<file path="src/rtl/pad_port_pkg.sv">
package pad_port_pkg;

   typedef enum logic [1:0] {
      LINE_LIVE  = 2'b00,
      LINE_ZERO  = 2'b01,
      LINE_FLOAT = 2'b10
   } line_mode_e;

   localparam int unsigned NPORTS = 2;

   function automatic logic mode_ok(logic [1:0] m);
      return (m == LINE_LIVE) || (m == LINE_ZERO) || (m == LINE_FLOAT);
   endfunction

   function automatic logic line_pick(logic [1:0] m, logic pin, logic prev);
      logic r;
      case (m)
         LINE_LIVE: r = ~pin;
         LINE_ZERO: r = 1'b0;
         default:   r = prev;
      endcase
      return r;
   endfunction

endpackage

</file>
<file path="src/rtl/pad_port_decode.sv">
module pad_port_decode
   import pad_port_pkg::*;
#(
   parameter int unsigned              ADDR_W      = 16,
   parameter logic [ADDR_W-1:0]        STROBE_ADDR = 16'h4016,
   parameter logic [NPORTS*ADDR_W-1:0] PORT_ADDRS  = {16'h4017, 16'h4016}
) (
   input  logic [ADDR_W-1:0] addr_i,
   input  logic              rd_i,
   input  logic              wr_i,
   output logic              strobe_we_o,
   output logic [NPORTS-1:0] rd_hit_o,
   output logic [NPORTS-1:0] port_clk_n_o
);

   assign strobe_we_o = wr_i && (addr_i == STROBE_ADDR);

   for (genvar k = 0; k < NPORTS; k++) begin : g_port
      localparam logic [ADDR_W-1:0] PA = PORT_ADDRS[k*ADDR_W +: ADDR_W];
      logic match;
      assign match           = (addr_i == PA);
      assign rd_hit_o[k]     = rd_i && match;
      assign port_clk_n_o[k] = ~(rd_i && match);
   end

endmodule

</file>
<file path="src/rtl/pad_port_latch.sv">
module pad_port_latch #(
   parameter int unsigned DATA_W   = 8,
   parameter int unsigned OUT_BITS = 3
) (
   input  logic                clk,
   input  logic                rst_n,
   input  logic                we_i,
   input  logic [DATA_W-1:0]   wdata_i,
   output logic [OUT_BITS-1:0] q_o
);

   if (OUT_BITS > DATA_W) begin : g_bad_width
      $error("pad_port_latch: OUT_BITS exceeds DATA_W");
   end

   logic [OUT_BITS-1:0] q;

   always_ff @(posedge clk or negedge rst_n) begin
      if (!rst_n)    q <= '0;
      else if (we_i) q <= wdata_i[OUT_BITS-1:0];
   end

   assign q_o = q;

endmodule

</file>
<file path="src/rtl/pad_port_linesel.sv">
module pad_port_linesel
   import pad_port_pkg::*;
#(
   parameter int unsigned             LINES = 5,
   parameter logic [2*LINES-1:0]      MODES = '0
) (
   input  logic [LINES-1:0] pin_i,
   input  logic [LINES-1:0] prev_i,
   output logic [LINES-1:0] sel_o
);

   for (genvar i = 0; i < LINES; i++) begin : g_chk
      if (!mode_ok(MODES[2*i +: 2])) begin : g_bad_mode
         $error("pad_port_linesel: illegal mode code on a data line");
      end
   end

   always_comb begin
      for (int i = 0; i < LINES; i++) begin
         sel_o[i] = line_pick(MODES[2*i +: 2], pin_i[i], prev_i[i]);
      end
   end

endmodule

</file>
<file path="src/rtl/pad_port_regs.sv">
module pad_port_regs
   import pad_port_pkg::*;
#(
   parameter int unsigned         ADDR_W      = 16,
   parameter int unsigned         DATA_W      = 8,
   parameter int unsigned         OUT_BITS    = 3,
   parameter int unsigned         LINES       = 5,
   parameter logic [ADDR_W-1:0]   STROBE_ADDR = 16'h4016,
   parameter logic [ADDR_W-1:0]   PORT_A_ADDR = 16'h4016,
   parameter logic [ADDR_W-1:0]   PORT_B_ADDR = 16'h4017,
   parameter logic [2*LINES-1:0]  MODES_A     = 10'b10_10_00_01_00,
   parameter logic [2*LINES-1:0]  MODES_B     = 10'b00_00_01_01_00
) (
   input  logic                clk,
   input  logic                rst_n,
   input  logic [ADDR_W-1:0]   bus_addr,
   input  logic                bus_rd,
   input  logic                bus_wr,
   input  logic [DATA_W-1:0]   bus_wdata,
   output logic [DATA_W-1:0]   bus_rdata,
   output logic [OUT_BITS-1:0] pad_out,
   output logic                pad_a_clk_n,
   output logic                pad_b_clk_n,
   input  logic [LINES-1:0]    pad_a_dat,
   input  logic [LINES-1:0]    pad_b_dat
);

   localparam logic [NPORTS*ADDR_W-1:0] PORT_ADDRS = {PORT_B_ADDR, PORT_A_ADDR};
   localparam logic [NPORTS*2*LINES-1:0] ALL_MODES = {MODES_B, MODES_A};

   if (LINES >= DATA_W) begin : g_bad_lines
      $error("pad_port_regs: LINES must leave an open-bus field");
   end
   if (PORT_A_ADDR == PORT_B_ADDR) begin : g_bad_addr
      $error("pad_port_regs: port addresses must differ");
   end

   logic              strobe_we;
   logic [NPORTS-1:0] rd_hit;
   logic [NPORTS-1:0] clk_n;
   logic [LINES-1:0]  pins [NPORTS];
   logic [LINES-1:0]  sel  [NPORTS];
   logic [DATA_W-1:0] bus_q, bus_d;

   pad_port_decode #(
      .ADDR_W      (ADDR_W),
      .STROBE_ADDR (STROBE_ADDR),
      .PORT_ADDRS  (PORT_ADDRS)
   ) u_decode (
      .addr_i       (bus_addr),
      .rd_i         (bus_rd),
      .wr_i         (bus_wr),
      .strobe_we_o  (strobe_we),
      .rd_hit_o     (rd_hit),
      .port_clk_n_o (clk_n)
   );

   pad_port_latch #(
      .DATA_W   (DATA_W),
      .OUT_BITS (OUT_BITS)
   ) u_latch (
      .clk     (clk),
      .rst_n   (rst_n),
      .we_i    (strobe_we),
      .wdata_i (bus_wdata),
      .q_o     (pad_out)
   );

   assign pins[0] = pad_a_dat;
   assign pins[1] = pad_b_dat;

   for (genvar k = 0; k < NPORTS; k++) begin : g_sel
      pad_port_linesel #(
         .LINES (LINES),
         .MODES (ALL_MODES[k*2*LINES +: 2*LINES])
      ) u_sel (
         .pin_i  (pins[k]),
         .prev_i (bus_q[LINES-1:0]),
         .sel_o  (sel[k])
      );
   end

   always_comb begin
      bus_d = bus_q;
      if (bus_wr) begin
         bus_d = bus_wdata;
      end else begin
         for (int k = 0; k < NPORTS; k++) begin
            if (rd_hit[k]) bus_d[LINES-1:0] = sel[k];
         end
      end
   end

   always_ff @(posedge clk or negedge rst_n) begin
      if (!rst_n) bus_q <= '0;
      else        bus_q <= bus_d;
   end

   assign bus_rdata   = bus_q;
   assign pad_a_clk_n = clk_n[0];
   assign pad_b_clk_n = clk_n[1];

endmodule

</file>
<file path="config.mk">
export PLATFORM = sky130hd
export DESIGN_NAME = pad_port_regs
export DESIGN_NICKNAME = d
export VERILOG_FILES = /design/src/rtl/pad_port_pkg.sv /design/src/rtl/pad_port_decode.sv /design/src/rtl/pad_port_latch.sv /design/src/rtl/pad_port_linesel.sv /design/src/rtl/pad_port_regs.sv
export SDC_FILE = /design/constraint.sdc
export NUM_CORES = 1
export LEC_CHECK = 0
export BUFFER_PORTS_ARGS = -buffer_cell sky130_fd_sc_hd__buf_2
export CAP_MARGIN = 30
export CORE_ASPECT_RATIO = 1.25
export CORE_UTILIZATION = 25
export DETAILED_ROUTE_END_ITERATION = 10
export GPL_TIMING_DRIVEN = 1
export HOLD_SLACK_MARGIN = 0.06
export PLACE_DENSITY = 0.63
export SKIP_LAST_GASP = 1
export SYNTH_ARGS = -nofsm -noshare
export SYNTH_HDL_FRONTEND = slang
export SYNTH_HIERARCHICAL = 1
export SYNTH_SLANG_ARGS = --single-unit
</file>
<file path="constraint.sdc">
create_clock -name clk -period 2.11 [get_ports clk]
set_clock_uncertainty 0.05 [all_clocks]
set_input_delay 0.1055 -clock clk [delete_from_list [all_inputs] [get_ports clk]]
set_output_delay 0.1055 -clock clk [all_outputs]
set_load 0.02 [all_outputs]
</file>
---- Word level (Yosys, flattened, before mapping) ----
Index checks and enable logic that the tools add are counted.
storage, ports and cells
  output and inout port bits .............. 13
  bits in writable memories ............... 0
  logic and storage cells ................. 21
  input bits .............................. 38
  register bits after elaboration ......... 11
  ROM bits ................................ 0
  memories ................................ 0
  bits in latches ......................... 0
operators by class
  order comparisons ....................... 0
  add/subtract/negate cells ............... 0
  shift operators ......................... 0
  divide/modulo/power cells ............... 0
  multiplexer cells ....................... 3
  reductions and logical operators ........ 5
  bitwise gates (word level) .............. 7
  $mul .................................... 0
  eq/ne operators ......................... 2
operator list
  operator                                                count
  equality test 16 x 15 -> 1 bit (second input constant)  2
  2-to-1 mux 5 bit                                        2
  inverter 1 bit                                          7
  logical AND 1 bit                                       3
  2-to-1 mux 3 bit                                        1
  nonzero test 3 bit                                      1
  nonzero test 2 bit                                      1

---- Longest topological paths before layout ----
  depth after elaboration ................. 5
  depth in mapped cells ................... 6
  mapped depth without buffers ............ 5

---- Hierarchy ----
The synthesis kept the hierarchy.
by module, submodules not included
  module                             cells an instance  seq. area each (µm²)  area each (µm²)  instances
  pad_port_regs                      34                 200.2                 410.4            1
  pad_port_latch                     6                  75.1                  108.9            1
  pad_port_decode                    11                 0.0                   91.3             1
  pad_port_linesel (g_sel[0].u_sel)  6                  0.0                   33.8             1
  pad_port_linesel (g_sel[1].u_sel)  6                  0.0                   30.0             1

---- Worst setup path before layout ----
No wires, ideal clock.
  path type ............................... input to register
  start point ............................. input port bus_addr[7]
  end point ............................... register u_latch.q[0], in the netlist u_latch/q_o[0]
  stages .................................. 4
  library setup time ...................... 0.125 ns
  buffers on the path ..................... 0
  data arrival time ....................... 1.267 ns
  setup slack ............................. 0.668 ns
  required time ........................... 1.935 ns
  cells stage by stage .................... nor4b_2 -> nand4_1 -> nor3b_1 -> mux2_2
on the way
  cells in the longest elaborated chain, start to end .. 2
ends and longest elaborated chain
  what                            line                   source
  from (decl)                     pad_port_regs.sv:16    input logic [ADDR_W-1:0] bus_addr,
  equality test 16 x 15 -> 1 bit  pad_port_decode.sv:16  assign strobe_we_o = wr_i && (addr_i == STROBE_ADDR);
  logical AND 1 bit               pad_port_decode.sv:16
  named net strobe_we             pad_port_regs.sv:38    logic strobe_we;
  to (signal assigned)            pad_port_latch.sv:20   else if (we_i) q <= wdata_i[OUT_BITS-1:0];
  to (decl)                       pad_port_latch.sv:16   logic [OUT_BITS-1:0] q;
The timed path passes the listed nets, and every way through them passes these cells.
A chain may end at the register's enable or synchronous reset.

---- Worst setup path after layout ----
  start point ............................. input port bus_addr[11]
  end point ............................... register u_latch.q[0], in the netlist u_latch/q_o[0]
The elaborated chain is that of the path after synthesis.

==> flow_summary_export.csv <==
group,metric,value,unit
worst_setup_path,arrival,1.68,ns
cts,numCtsBuffers,3,
timing,setup_viol,0,
place,portBuffers,45,
detailed_routing,first_pass_iters,2,
worst_hold_path,hold_class,"input pin to flip-flop",
die,die_y,60.07,µm
cts,cts_buffer_depth,2,
grt,grt-ovfl-total,0,
yosys,post_synth_instance_area,674.4,µm²
timing,period_needed,1.576,ns
outcome,status,"finished, final reports clean",
worst_setup_path,max_stage_delay,0.57,ns
worst_setup_path,cp-end-kind,"flip-flop",
detailed_routing,viasPerCell,4.405,
worst_setup_path,cp-start-kind,"input pin",
power,ir_drop,0.2692,mV
finish,finalNetCount,154,
worst_setup_path,crit_chain,"buf_2, nor4_2, nand4_1, nor3b_1, mux2_2",
timing,setup_slack,0.5338,ns
yosys,synth_cells,63,
worst_setup_path,worstSetupPathType,"input pin to flip-flop",
power,cellPowerDensity,487.5,nW/µm²
cts,clk_pin_slew,0.07,ns
yosys,synthSimpleGateAreaFrac,22.45,%
cts,htree_num_levels,1,
die,initial_core_util,26.95,%
worst_setup_path,cp_slowest_cell,"nor3b_1",
die,core.rowCount,20,
yosys,synthDistinctLibCells,19,
cts,post_cts_resize_count,0,
cts,worstSkewPairLatency,0.26,ns
finish,drive_above_1_share,51.30,%
finish,num-fill-cells,271,
yosys,yosys-mux-area-fraction,17.44,%
die,dieArea,2911,µm²
die,io_pins,51,
cts,cts-root-buf,"clkbuf_4",
place,post-place-ws,0.2511,ns
grt,antenna_found_initial,0,
job,max-cap-violations,0,
finish,antenna_cells,0,
timing,maxSlewViolCount,0,
finish,area_growth,48.61,%
yosys,yosysSeqAreaShare,40.82,%
yosys,synthXorXnorAreaFrac,0,%
power,p_leak,0.0004842,µW
die,die_w,48.46,µm
detailed_routing,drt_iter0_drc,10,
place,gp_congestion,0.6573,
detailed_routing,wl_per_cell,10.68,µm
yosys,syn-mean-instance-area,10.70,µm²
timing,fmax,0.6344,GHz
cts,cts.sinks,11,
grt,grt_pass1_vias,575,
worst_setup_path,path_buf_inv,1,
timing,worst_pin_slew,0.5947,ns
worst_setup_path,crit_family,"simple AND/OR/NAND/NOR gates",
yosys,synth_top_family_by_area,"simple AND/OR/NAND/NOR gates",
timing,finalSetupTns,0,ns
grt,grt_pass1_wl,2.587,mm
timing,rsz0062_at_grt,"false",
worst_setup_path,critPathRequiredTime,2.22,ns
yosys,synth_compound_area_share,5.937,%
timing,finalCritPeriodShare,74.70,%
yosys,ys_warn_count,6,
detailed_routing,totalWireLength,1.580,mm
worst_setup_path,crit_fanout,5,
place,dp_hpwl,1.236,mm
detailed_routing,dr_total_vias,652,
grt,grt_max_degree,16,
yosys,yosys.area_share.adder,0,%
timing,max-slew-margin-rel,60.27,%
detailed_routing,route.detailed.drc,0,
grt,globalRouteTotalUtil,12.00,%
timing,finalHoldViolCount,0,
yosys,synth-seq-cells,11,
detailed_routing,drtAntennaViolNets,0,
die,core_area,2502,µm²
cts,cts_tree,"done",
==> cells in the mapped netlist <==
cell       n  share of area [%]
a211oi_1   3                3.3
nor2b_1    3                2.8
nor4b_2    1                2.2
buf_4      6                6.7
nor4_2     1                1.9
nand2_1    1               0.56
inv_1      7                3.9
nand4_1    1               0.93
buf_6      1                1.7
nor2_1     2                1.1
or3b_1     1                1.3
mux2i_1    5                7.4
mux2_2     6                 10
and4bb_2   1                1.9
conb_1     2                1.1
nor3b_1    8                8.9
a221oi_1   2                2.6
or2_2      1               0.93
dfrtp_1   11                 41
==> power breakdown <==
part           switching, µW  leakage [µW]  internal (µW)  total (µW)
registers               7.59      0.000133            225         233
clock network           69.5     0.0000150           73.0         143
logic                   55.0      0.000336           58.3         113
total                    132      0.000484            356         489
==> repair_timing <==
action,4_1_cts,5_1_grt
hold buffers,8,0
buffers inserted,0,0
endpoints found under the hold margin,19,0
==> cells in the final DEF (no fill, tap or decap) <==
master	instances
clkbuf_4	3
nor4_2	1
nor2b_1	3
a221oi_1	2
or2_2	1
a211oi_1	3
dlygate4sd3_1	8
buf_2	45
nor4b_2	1
or3b_1	1
nand2_1	1
nor2_1	2
and4bb_2	1
nor3b_1	8
mux2i_1	5
clkbuf_1	1
buf_4	1
conb_1	3
nand4_1	1
dfrtp_1	11
inv_1	7
mux2_2	6
==> path summary, 6_finish.rpt <==
path                                start             end  slack (ns)  cells after the start
setup reg to reg             bus_rdata[3]    bus_rdata[3]        1.27                      2
min in group asynchronous           rst_n    bus_rdata[1]        0.20                      2
hold reg to reg            u_latch/q_o[0]  u_latch/q_o[0]        0.46                      1
setup / recovery             bus_addr[11]  u_latch/q_o[0]        0.53                      5
max in group asynchronous           rst_n    bus_rdata[7]        1.59                      2
hold / removal               bus_wdata[4]    bus_rdata[4]        0.07                      3
==> sequential cells by signal (all words and copies together), names as in the netlist <==
signal	count
u_latch/q_o	3
bus_rdata	8
==> kinds of logic after synthesis <==
group	count (synthesis)
other cells	2
mux	11
buf+inv	14
simple gates	20
flops	11
compound gates	5
==> worst min-delay path, delay by kind of cell <==
family	cells	cell delay, ns
AOI/OAI and AO/OA	1	0.05
buffers and inverters	1	0.10
and+or+nand+nor	1	0.10
==> per-layer routing <==
metal	routed length [µm]	track usage (%)
met5	0	0
met4	10	7.563
met3	137	2.545
met2	754	20.12
met1	677	14.15
==> stage by stage <==
step	cells	cell area, µm²	hold slack [ns]	power, µW	util [%]
3_5_place_dp	136	895.9	-0.05027	341.0	35.80
2_1_floorplan	64	678.2	-0.2401	293.8	-
6_report	148	1002	0.07430	488.6	40.05
4_1_cts	148	1002	0.06958	500.0	40.05
3_3_place_gp	136	895.9	-0.05661	337.8	35.80
5_1_grt	148	1002	0.07033	525.8	40.05
==> cell type report <==
cell class	count	area, µm²	area share, %
Clock buffer	4	26.28	2.622
Sequential cell	11	275.3	27.47
Inverter	7	26.28	2.622
Multi-Input combinational cell	39	320.3	31.96
Timing Repair Buffer	54	312.8	31.21
Tap cell	33	41.29	4.120
Note: power is estimated with default switching activity, not from simulation.
